### config.mk
export PLATFORM = sky130hd
export DESIGN_NAME = ipc_mailbox
export DESIGN_NICKNAME = d
export VERILOG_FILES = /design/src/rtl/mbx_pkg.sv /design/src/rtl/mbx_fifo.sv /design/src/rtl/mbx_endpoint.sv /design/src/rtl/ipc_mailbox.sv
export SDC_FILE = /design/constraint.sdc
export NUM_CORES = 1
export LEC_CHECK = 0
export CORE_UTILIZATION = 50
export CTS_CLUSTER_SIZE = 20
export DETAILED_ROUTE_END_ITERATION = 8
export PLACE_DENSITY = 0.69
export SLEW_MARGIN = 40
export SYNTH_ARGS = -nofsm -noshare
export SYNTH_HDL_FRONTEND = slang
export SYNTH_HIERARCHICAL = 1
export SYNTH_SLANG_ARGS = --single-unit
### constraint.sdc
create_clock -name clk -period 6.5 [get_ports clk]
set_input_delay 0.65 -clock clk [delete_from_list [all_inputs] [get_ports clk]]
set_output_delay 0.65 -clock clk [all_outputs]
set_load 0.01 [all_outputs]
### src/rtl/mbx_pkg.sv
package mbx_pkg;
  // Word offsets within an endpoint window (byte offset = word * 4).
  localparam int OFS_PEND  = 0;
  localparam int OFS_MASK  = 1;
  localparam int OFS_FORCE = 2;
  localparam int OFS_TX    = 3;
  localparam int OFS_RX    = 4;
  localparam int OFS_STAT  = 5;
  localparam int OFS_FAULT = 6;
  localparam int OFS_TXLIM = 7;
  localparam int OFS_RXLIM = 8;
  localparam int OFS_FLUSH = 9;

  // Interrupt bit positions, shared by pending, mask, force and outputs.
  localparam int IRQ_TXLVL = 0;
  localparam int IRQ_RXLVL = 1;
  localparam int IRQ_FAULT = 2;
  localparam int IRQ_N     = 3;

  // Fault register bits.
  localparam int FLT_POP  = 0;
  localparam int FLT_PUSH = 1;
  localparam int FLT_N    = 2;

  // Status bits.
  localparam int ST_RX_EMPTY = 0;
  localparam int ST_TX_FULL  = 1;
  localparam int ST_TX_ABOVE = 2;
  localparam int ST_RX_ABOVE = 3;

  // Flush control bits.
  localparam int FL_TX = 0;
  localparam int FL_RX = 1;
endpackage

### src/rtl/mbx_fifo.sv
module mbx_fifo #(
  parameter int DATA_W = 32,
  parameter int DEPTH  = 8,
  localparam int PTR_W = $clog2(DEPTH),
  localparam int CNT_W = $clog2(DEPTH + 1)
) (
  input  logic              clk,
  input  logic              rst,
  input  logic              push,
  input  logic [DATA_W-1:0] push_data,
  input  logic              pop,
  input  logic              flush,
  output logic [CNT_W-1:0]  count,
  output logic [DATA_W-1:0] pop_data
);
  logic [DATA_W-1:0] mem [DEPTH];
  logic [PTR_W-1:0]  wptr, rptr;
  logic              push_ok, pop_ok;

  assign push_ok = push && (count != CNT_W'(DEPTH));
  assign pop_ok  = pop && (count != '0);

  // Storage without reset so that a block RAM can be used.
  always_ff @(posedge clk) begin
    if (push_ok && !flush) mem[wptr] <= push_data;
  end

  // Registered read port; zero when nothing is popped.
  always_ff @(posedge clk) begin
    if (rst)         pop_data <= '0;
    else if (pop_ok) pop_data <= mem[rptr];
    else             pop_data <= '0;
  end

  always_ff @(posedge clk) begin
    if (rst || flush) begin
      wptr  <= '0;
      rptr  <= '0;
      count <= '0;
    end else begin
      if (push_ok) wptr <= wptr + 1'b1;
      if (pop_ok)  rptr <= rptr + 1'b1;
      case ({push_ok, pop_ok})
        2'b10:   count <= count + 1'b1;
        2'b01:   count <= count - 1'b1;
        default: count <= count;
      endcase
    end
  end

  assert_count_bound_R2: assert property (@(posedge clk) disable iff (rst)
    count <= CNT_W'(DEPTH)) else $error("queue count above depth");

  assert_both_keep_R11: assert property (@(posedge clk) disable iff (rst)
    (push && pop && count != '0 && count != CNT_W'(DEPTH) && !flush) |=> $stable(count))
    else $error("simultaneous push and pop changed count");

  assert_full_drop_R3: assert property (@(posedge clk) disable iff (rst)
    (count == CNT_W'(DEPTH) && !pop && !flush) |=> count == CNT_W'(DEPTH))
    else $error("full queue changed without a pop");

  assert_flush_empty_R9: assert property (@(posedge clk) disable iff (rst)
    flush |=> count == '0) else $error("flush left words behind");
endmodule

### src/rtl/mbx_endpoint.sv
module mbx_endpoint
  import mbx_pkg::*;
#(
  parameter int DATA_W = 32,
  parameter int DEPTH  = 8,
  parameter int ADDR_W = 6,
  localparam int CNT_W  = $clog2(DEPTH + 1),
  localparam int LIM_W  = $clog2(DEPTH),
  localparam int WORD_W = ADDR_W - 2
) (
  input  logic              clk,
  input  logic              rst,
  input  logic              req,
  input  logic              we,
  input  logic [ADDR_W-1:0] addr,
  input  logic [DATA_W-1:0] wdata,
  output logic              ack,
  output logic [DATA_W-1:0] rdata,
  output logic [IRQ_N-1:0]  irq,
  input  logic [CNT_W-1:0]  tx_count,
  input  logic [CNT_W-1:0]  rx_count,
  input  logic [DATA_W-1:0] rx_pop_data,
  output logic              tx_push,
  output logic [DATA_W-1:0] tx_data,
  output logic              rx_pop,
  output logic              flush_tx,
  output logic              flush_rx
);
  logic [IRQ_N-1:0] pend, mask, force_q;
  logic [FLT_N-1:0] fault;
  logic [LIM_W-1:0] tx_lim, rx_lim;
  logic             rsel_q;
  logic [DATA_W-1:0] csr_q;

  logic              wr, rd, aligned;
  logic [WORD_W-1:0] word;
  logic hit_pend, hit_mask, hit_force, hit_tx, hit_rx, hit_stat;
  logic hit_fault, hit_txlim, hit_rxlim, hit_flush;
  logic tx_full, rx_empty, tx_above, rx_above;
  logic push_err, pop_err, ro_err;
  logic [IRQ_N-1:0] pend_clr, pend_set, pend_n, mask_n;
  logic [FLT_N-1:0] fault_n;
  logic [DATA_W-1:0] csr_d;

  assign wr      = req && we;
  assign rd      = req && !we;
  assign aligned = (addr[1:0] == 2'b00);
  assign word    = addr[ADDR_W-1:2];

  assign hit_pend  = aligned && word == WORD_W'(OFS_PEND);
  assign hit_mask  = aligned && word == WORD_W'(OFS_MASK);
  assign hit_force = aligned && word == WORD_W'(OFS_FORCE);
  assign hit_tx    = aligned && word == WORD_W'(OFS_TX);
  assign hit_rx    = aligned && word == WORD_W'(OFS_RX);
  assign hit_stat  = aligned && word == WORD_W'(OFS_STAT);
  assign hit_fault = aligned && word == WORD_W'(OFS_FAULT);
  assign hit_txlim = aligned && word == WORD_W'(OFS_TXLIM);
  assign hit_rxlim = aligned && word == WORD_W'(OFS_RXLIM);
  assign hit_flush = aligned && word == WORD_W'(OFS_FLUSH);

  assign tx_full  = (tx_count == CNT_W'(DEPTH));
  assign rx_empty = (rx_count == '0);
  assign tx_above = (tx_count > CNT_W'(tx_lim));
  assign rx_above = (rx_count > CNT_W'(rx_lim));

  // Queue side effects.
  assign tx_push  = wr && hit_tx && !tx_full;
  assign tx_data  = wdata;
  assign rx_pop   = rd && hit_rx && !rx_empty;
  assign push_err = wr && hit_tx && tx_full;
  assign pop_err  = rd && hit_rx && rx_empty;
  assign ro_err   = wr && (hit_rx || hit_stat);
  assign flush_tx = wr && hit_flush && wdata[FL_TX];
  assign flush_rx = wr && hit_flush && wdata[FL_RX];

  // Next-state of the interrupt and fault registers.
  always_comb begin
    pend_clr = (wr && hit_pend) ? wdata[IRQ_N-1:0] : '0;
    pend_set = (wr && hit_force) ? wdata[IRQ_N-1:0] : '0;
    pend_set[IRQ_TXLVL] = pend_set[IRQ_TXLVL] | tx_above;
    pend_set[IRQ_RXLVL] = pend_set[IRQ_RXLVL] | rx_above;
    pend_set[IRQ_FAULT] = pend_set[IRQ_FAULT] | push_err | pop_err | ro_err;
    pend_n   = (pend & ~pend_clr) | pend_set;
    mask_n   = (wr && hit_mask) ? wdata[IRQ_N-1:0] : mask;
    fault_n  = fault & ~((wr && hit_fault) ? wdata[FLT_N-1:0] : '0);
    fault_n[FLT_POP]  = fault_n[FLT_POP] | pop_err;
    fault_n[FLT_PUSH] = fault_n[FLT_PUSH] | push_err;
  end

  // Read mux for everything except the receive queue.
  always_comb begin
    csr_d = '0;
    if (rd) begin
      if (hit_pend)  csr_d[IRQ_N-1:0] = pend;
      if (hit_mask)  csr_d[IRQ_N-1:0] = mask;
      if (hit_force) csr_d[IRQ_N-1:0] = force_q;
      if (hit_fault) csr_d[FLT_N-1:0] = fault;
      if (hit_txlim) csr_d[LIM_W-1:0] = tx_lim;
      if (hit_rxlim) csr_d[LIM_W-1:0] = rx_lim;
      if (hit_stat) begin
        csr_d[ST_RX_EMPTY] = rx_empty;
        csr_d[ST_TX_FULL]  = tx_full;
        csr_d[ST_TX_ABOVE] = tx_above;
        csr_d[ST_RX_ABOVE] = rx_above;
      end
    end
  end

  always_ff @(posedge clk) begin
    if (rst) begin
      pend    <= '0;
      mask    <= '0;
      force_q <= '0;
      fault   <= '0;
      tx_lim  <= '0;
      rx_lim  <= '0;
      ack     <= 1'b0;
      rsel_q  <= 1'b0;
      csr_q   <= '0;
      irq     <= '0;
    end else begin
      pend   <= pend_n;
      mask   <= mask_n;
      fault  <= fault_n;
      irq    <= mask_n & pend_n;
      ack    <= req;
      rsel_q <= rd && hit_rx;
      csr_q  <= csr_d;
      if (wr && hit_force) force_q <= wdata[IRQ_N-1:0];
      if (wr && hit_txlim) tx_lim  <= wdata[LIM_W-1:0];
      if (wr && hit_rxlim) rx_lim  <= wdata[LIM_W-1:0];
    end
  end

  assign rdata = rsel_q ? rx_pop_data : csr_q;

  for (genvar k = 0; k < IRQ_N; k++) begin : g_sticky
    assert_pend_sticky_R5: assert property (@(posedge clk) disable iff (rst)
      (pend[k] && !(wr && hit_pend && wdata[k])) |=> pend[k])
      else $error("pending bit dropped without a clear");
  end

  assert_tx_level_R5: assert property (@(posedge clk) disable iff (rst)
    tx_above |=> pend[IRQ_TXLVL]) else $error("transmit level not flagged");

  assert_rx_level_R5: assert property (@(posedge clk) disable iff (rst)
    rx_above |=> pend[IRQ_RXLVL]) else $error("receive level not flagged");

  assert_pop_fault_R3: assert property (@(posedge clk) disable iff (rst)
    pop_err |=> (pend[IRQ_FAULT] && fault[FLT_POP] && rdata == '0))
    else $error("empty pop not faulted");

  assert_push_fault_R3: assert property (@(posedge clk) disable iff (rst)
    push_err |=> (pend[IRQ_FAULT] && fault[FLT_PUSH]))
    else $error("full push not faulted");

  assert_ro_write_R4: assert property (@(posedge clk) disable iff (rst)
    ro_err |=> pend[IRQ_FAULT]) else $error("read-only write not faulted");

  assert_irq_gate_R7: assert property (@(posedge clk) disable iff (rst)
    irq == (mask & pend)) else $error("interrupt output not mask and pending");

  assert_ack_R2: assert property (@(posedge clk) disable iff (rst)
    req |=> ack) else $error("request not acknowledged");

  assert_flush_reads_zero_R9: assert property (@(posedge clk) disable iff (rst)
    (rd && hit_flush) |=> rdata == '0) else $error("flush control read nonzero");
endmodule

### src/rtl/ipc_mailbox.sv
module ipc_mailbox
  import mbx_pkg::*;
#(
  parameter int DATA_W = 32,
  parameter int DEPTH  = 8,
  parameter int ADDR_W = 6
) (
  input  logic              clk,
  input  logic              rst,
  input  logic              a_req,
  input  logic              a_we,
  input  logic [ADDR_W-1:0] a_addr,
  input  logic [DATA_W-1:0] a_wdata,
  output logic              a_ack,
  output logic [DATA_W-1:0] a_rdata,
  output logic              a_irq_tx_lvl,
  output logic              a_irq_rx_lvl,
  output logic              a_irq_fault,
  input  logic              b_req,
  input  logic              b_we,
  input  logic [ADDR_W-1:0] b_addr,
  input  logic [DATA_W-1:0] b_wdata,
  output logic              b_ack,
  output logic [DATA_W-1:0] b_rdata,
  output logic              b_irq_tx_lvl,
  output logic              b_irq_rx_lvl,
  output logic              b_irq_fault
);
  localparam int NSIDE = 2;
  localparam int CNT_W = $clog2(DEPTH + 1);

  logic              req   [NSIDE];
  logic              we    [NSIDE];
  logic [ADDR_W-1:0] addr  [NSIDE];
  logic [DATA_W-1:0] wdata [NSIDE];
  logic              ack   [NSIDE];
  logic [DATA_W-1:0] rdata [NSIDE];
  logic [IRQ_N-1:0]  irq   [NSIDE];

  // Per queue g: written by side g, read by the other side.
  logic [CNT_W-1:0]  q_count [NSIDE];
  logic [DATA_W-1:0] q_pop_d [NSIDE];
  logic              ep_push [NSIDE];
  logic [DATA_W-1:0] ep_txd  [NSIDE];
  logic              ep_pop  [NSIDE];
  logic              ep_fltx [NSIDE];
  logic              ep_flrx [NSIDE];

  assign req[0] = a_req;  assign we[0] = a_we;  assign addr[0] = a_addr;  assign wdata[0] = a_wdata;
  assign req[1] = b_req;  assign we[1] = b_we;  assign addr[1] = b_addr;  assign wdata[1] = b_wdata;

  assign a_ack = ack[0];
  assign a_rdata = rdata[0];
  assign a_irq_tx_lvl = irq[0][IRQ_TXLVL];
  assign a_irq_rx_lvl = irq[0][IRQ_RXLVL];
  assign a_irq_fault  = irq[0][IRQ_FAULT];
  assign b_ack = ack[1];
  assign b_rdata = rdata[1];
  assign b_irq_tx_lvl = irq[1][IRQ_TXLVL];
  assign b_irq_rx_lvl = irq[1][IRQ_RXLVL];
  assign b_irq_fault  = irq[1][IRQ_FAULT];

  for (genvar g = 0; g < NSIDE; g++) begin : g_side
    localparam int PEER = NSIDE - 1 - g;

    mbx_fifo #(.DATA_W(DATA_W), .DEPTH(DEPTH)) u_queue (
      .clk       (clk),
      .rst       (rst),
      .push      (ep_push[g]),
      .push_data (ep_txd[g]),
      .pop       (ep_pop[PEER]),
      .flush     (ep_fltx[g] || ep_flrx[PEER]),
      .count     (q_count[g]),
      .pop_data  (q_pop_d[g])
    );

    mbx_endpoint #(.DATA_W(DATA_W), .DEPTH(DEPTH), .ADDR_W(ADDR_W)) u_ep (
      .clk         (clk),
      .rst         (rst),
      .req         (req[g]),
      .we          (we[g]),
      .addr        (addr[g]),
      .wdata       (wdata[g]),
      .ack         (ack[g]),
      .rdata       (rdata[g]),
      .irq         (irq[g]),
      .tx_count    (q_count[g]),
      .rx_count    (q_count[PEER]),
      .rx_pop_data (q_pop_d[PEER]),
      .tx_push     (ep_push[g]),
      .tx_data     (ep_txd[g]),
      .rx_pop      (ep_pop[g]),
      .flush_tx    (ep_fltx[g]),
      .flush_rx    (ep_flrx[g])
    );
  end
endmodule

-- Yosys cells after proc, flatten, opt, wreduce, memory -nomap -nowiden
Memories as Yosys holds them, arrays and structs flattened. A register that Yosys moved wholly into a read port is not among the register bits.
Index checks and enable logic that the tools add are counted.
- output and inout bits: 72
- memories kept: 2
- input port bits: 82
- bits in writable memories: 512
- flip-flop bits (word level): 128
- add/sub/neg operators: 8
- muxes and demuxes: 30
- eq/ne operators: 26
- bitwise operators: 32
- $lt $le $gt $ge: 4
- reductions and logical operators: 92
- memory list (memory ; depth ; bits a word ; read ports ; clocked after Yosys merged registers in ; wr ports ; line ; text):
    g_side[0].u_queue.mem ; 8 ; 32 ; 1 ; 1 ; 1 ; mbx_fifo.sv:16 ; logic [DATA_W-1:0] mem [DEPTH];
    g_side[1].u_queue.mem ; 8 ; 32 ; 1 ; 1 ; 1 ; mbx_fifo.sv:16 ;
- operator list (kind ; count):
    32-bit 2-to-1 mux ; 2
    1-bit logical AND ; 62
    3-bit 2-to-1 mux ; 18
    4-bit by 3-bit equality test with 1-bit output, second input constant ; 8
    4-bit equality test, second input constant ; 6
    4-bit by 2-bit equality test with 1-bit output, second input constant ; 4
    4-bit by 3-bit > comparator with 1-bit output ; 4
    4-bit logical NOT ; 4
    4-bit one-hot mux with 2 select lines ; 2
    1-bit OR ; 14
    3-bit by 1-bit adder with 3-bit output, second input constant ; 4
    3-bit bitwise AND ; 4
    4-bit by 1-bit adder with 4-bit output, second input constant ; 2
    4-bit by 1-bit equality test with 1-bit output, second input constant ; 2
    1-bit logical NOT ; 8
    2-bit 2-to-1 mux ; 4
    4-bit != test, second input constant ; 2
    4-bit nonzero test ; 2
    2-bit OR reduction ; 4
    4-bit by 1-bit subtractor with 4-bit output, second input constant ; 2
    1-bit logical OR ; 6
    1-bit inverter ; 6
    3-bit inverter ; 2
    3-bit OR ; 2
    other kinds (8) ; 18

-- Depth between registers and ports, before layout
- depth in word-level cells: 9
- gate-level depth with buffers: 13
- mapped depth without buffers: 11

-- By module
The synthesis kept the hierarchy.
- by module, submodules not included (module ; area an instance (um^2) ; cells an instance ; times used ; sequential area each (um^2)):
    mbx_fifo ; 10983.0 ; 511 ; 2 ; 8528.2
    mbx_endpoint ; 1908.1 ; 233 ; 2 ; 520.5
    ipc_mailbox ; 12.5 ; 2 ; 1 ; 0.0

-- Worst setup path before layout
Ideal clock, no wire load.
- kind: input port to flip-flop
- start point: input a_addr[1]
- end point: memory g_side[0].u_queue.mem[0][0] (enable)
- path slack: 0.819 ns
- required time: 5.987 ns
- cell stages on the path: 5
- arrival time: 5.168 ns
- cells stage by stage: nor4_2 -> nand2_1 -> nor3_1 -> o21ai_4 -> nor4b_1
- RTL lines (what ; line ; text):
    start, declared ; ipc_mailbox.sv:12 ; input logic [ADDR_W-1:0] a_addr,
    end, declared ; mbx_fifo.sv:16 ;

==> flow_summary.toml <==
[power]
leakagePower_nw = 9.43
power.total_mw = 8.29
pwr_density_cell_nw_per_um2 = 277
vdd_drop_max_v = 0.000209

[synth]
ys_ff_latch = 648
netlist.area_leader.share_pct = 59.6
synth_area_leaders = "edfxtp_1 (60%), mux4_2 (11%), dfxtp_1 (11%)"
synth_edf_count = 512
synth_cell_types = 58
synth_top_area_cell = "edfxtp_1"
synth_area_per_cell_sq_um = 17.3
synthCells = 1490
synth_warnings = 6
synthArstFlopShare_pct = 0
ys.flop_type = "edfxtp_1"
syn_area_sq_um = 25800
seq_area_frac_synth_pct = 70.2
synth_nets = 1594

[timing]
finalHoldViolations = 0
fin_skew_ns = 0.0169
period_needed_ns = 3.81
rsz0062_at_grt = "false"
slew_headroom_pct = 46.0
fmax_mhz = 263
worst_slew_pin_slew_ns = 0.799
setup_slack_ns = 2.69
setup_viol = 0
slew_viol_final = 0
finalSetupTns_ns = 0
finalCritPeriodShare_pct = 58.6

[worst_hold_path]
hp-start = "g_side[1].u_ep/tx_lim[2]"
min_path_type = "reg -> reg"
holdPathEnd = "g_side[1].u_ep/tx_lim[2]"
hold_depth = 2

[clocking]
insertion_delay_ns = 0.59
tritoncts = "yes"
cts.repair.resized = 0
clockBufferDepth = 3
cts_setup_buffers = 0
cts_buffers = 67
h-tree-depth = 3
clock-sinks = 648
clk_pin_slew_ns = 0.06
cts_hold_buf = 0
root_buffer = "clkbuf_16"

[critical_path]
crit_chain = "clkdlybuf4s50_1 -> nor4_2 -> nand2_1 -> nor3_1 -> o21ai_4 -> or2_2 -> nor2_4 -> buf_8"
worstPathRequired_ns = 6.77
crit_fanout = 17
r2r_cells = 6
start_kind = "primary input"
crit_slowest_cell = "nor3_1"
cpLargestDelayFamily = "simple AND/OR/NAND/NOR gates"
worstSetupPathType = "in -> reg"
crit_path_max_incr_delay_ns = 0.66
r2r_setup_slack_ns = 3.24
r2r-end = "g_side[0].u_queue/mem[7][8]"
cp_num_buf_inv = 2
end_kind = "register"
crit_arrival_ns = 4.08
reg2reg_from = "g_side[0].u_queue/count[1]"

[final_layout]
layout_common_cells = "edfxtp_1 (512), clkdlybuf4s50_1 (152), nor2_1 (130)"
fin_util_pct = 59.2
drive_gt1_share_pct = 18.4
syn2layout_area_growth_pct = 15.9
instances_no_fill = 2332
finalNetCount = 1712
final_common_cell = "edfxtp_1"

[floorplan]
initial_core_util_pct = 51.1
fp.dieW_um = 229
core-area_sq_um = 50500
rows = 82
die-height_um = 229
io_pins = 154
die_area_sq_um = 52500

[place]
portBuffers = 153
dpl.hpwl_um = 30700
place_ws_ns = 2.13
dpl.cell_count = 2211
globalplace.congestion = 0.870

[route]
drtIter0Drc = 815
avgRoutedWirePerCell_um = 21.5
route.detailed.drc = 0
wirelength_um = 50200
vias_per_cell = 5.62
vias = 13100
ant_nets = 0
dr.pass1.iters = 5

[global_route]
grt_pass1_vias = 13800
grt_pass1_wl_um = 79100
grt_max_degree = 67
grt_overflow = 0
track_usage_pct = 19.7
antenna_found_initial = 6

[flow_run]
max_cap_viol_count = 0

[run_status]
status = "completed"
## report_power, final
group          switching [mW]  leakage (nW)  internal [mW]
clock                    1.52          1.03           2.16
combinational          0.0874          2.69         0.0578
sequential            0.00127          5.70           4.47
total                    1.61          9.43           6.68
## tightest hold or removal path, delay by kind of cell, from the launching register on
family	cells	cell delay, ns
AND/OR/NAND/NOR	1	0.07
multiplexers	1	0.06
flip-flops	1	0.33
## kinds of logic (layout without fill, tap and decap cells)
family	Yosys count	after routing	share of synthesized area (%)
AOI/OAI and AO/OA	78	78	2.12
xor gates and xnor gates	14	14	0.475
adders and majority gates	22	22	1.07
buffers and inverters	154	323	3.72
DFF	648	648	70.2
muxes	240	240	15.6
other	0	1	0
and+or+nand+nor	334	334	6.90
## synth_stat cells (4+ instances only)
library cell  count
nor4_1            6
mux2i_1         104
nand3b_1          6
nand4_1           8
inv_1            20
or2_1             6
buf_6            14
a21oi_1          16
o21ai_0           6
or4b_1            4
xor2_1           10
clkbuf_1         26
nand2b_1          4
a211oi_1          8
o21ai_1          10
mux2_1            4
mux4_2          128
a22oi_1           6
and2_1           62
nor2b_1          10
nand2_1          28
nor3_1           18
ha_1             22
nor4b_1           8
xnor2_1           4
nand3_1           8
dfxtp_1         136
or2_2             4
or3_1             4
nor2_1          136
edfxtp_1        512
mux2_2            4
o2bb2ai_1         6
buf_2            28
a31oi_1           6
buf_4            64
## state kept, by name, indices dropped and copies added (netlist names)
register                 count
g_side.u_ep/ack              2
g_side.u_ep/csr_q            8
g_side.u_ep/fault            4
g_side.u_ep/force_q          6
g_side.u_ep/irq              6
g_side.u_ep/mask             6
g_side.u_ep/pend             6
g_side.u_ep/rsel_q           2
g_side.u_ep/rx_lim           6
g_side.u_ep/tx_lim           6
g_side.u_queue/count         8
g_side.u_queue/mem         512
g_side.u_queue/pop_data     64
g_side.u_queue/rptr          6
g_side.u_queue/wptr          6
## stage by stage
step / area, sq um / hold WS (ns)
global route: 29900 / 0.549
detailed placement: 27800 / 0.488
global placement: 27600 / 0.475
floorplan: 25800 / 0.460
CTS: 29900 / 0.503
finish: 29900 / 0.498
## worst max-delay path by stage
stage / from / to / slack [ns] / depth (start not counted)
floorplan: a_addr[1] / g_side[0].u_queue/mem[0][0] / 0.82 / 5
global placement: a_addr[1] / g_side[0].u_queue/mem[6][6] / 2.03 / 7
finish: a_addr[1] / g_side[0].u_queue/mem[7][8] / 2.69 / 8
CTS: a_addr[1] / g_side[0].u_queue/mem[6][8] / 2.73 / 8
global route: a_addr[0] / g_side[0].u_queue/mem[7][9] / 2.43 / 8
detailed placement: a_addr[1] / g_side[0].u_queue/mem[6][6] / 2.13 / 8
## metal layers
layer / vias to the layer above / part of all wire (%) / global-route usage (%)
met5: - / 0.084 / 0
met4: 8 / 2.9 / 7.15
met3: 112 / 5.3 / 4.44
met2: 353 / 50 / 33.1
met1: 6674 / 41 / 25.1
li1: 5952 / - / -
## cell type report
type | count | area, sq um
sequential | 648 | 18100
clock buffer | 88 | 1840
multi-input combinational | 688 | 6870
timing repair buffer | 183 | 1880
clock inverter | 32 | 282
fill | 3697 | 20600
antenna | 1 | 2.50
inverter | 20 | 75.1
tap | 672 | 841
No activity file was read; power rests on OpenSTA's default activity.
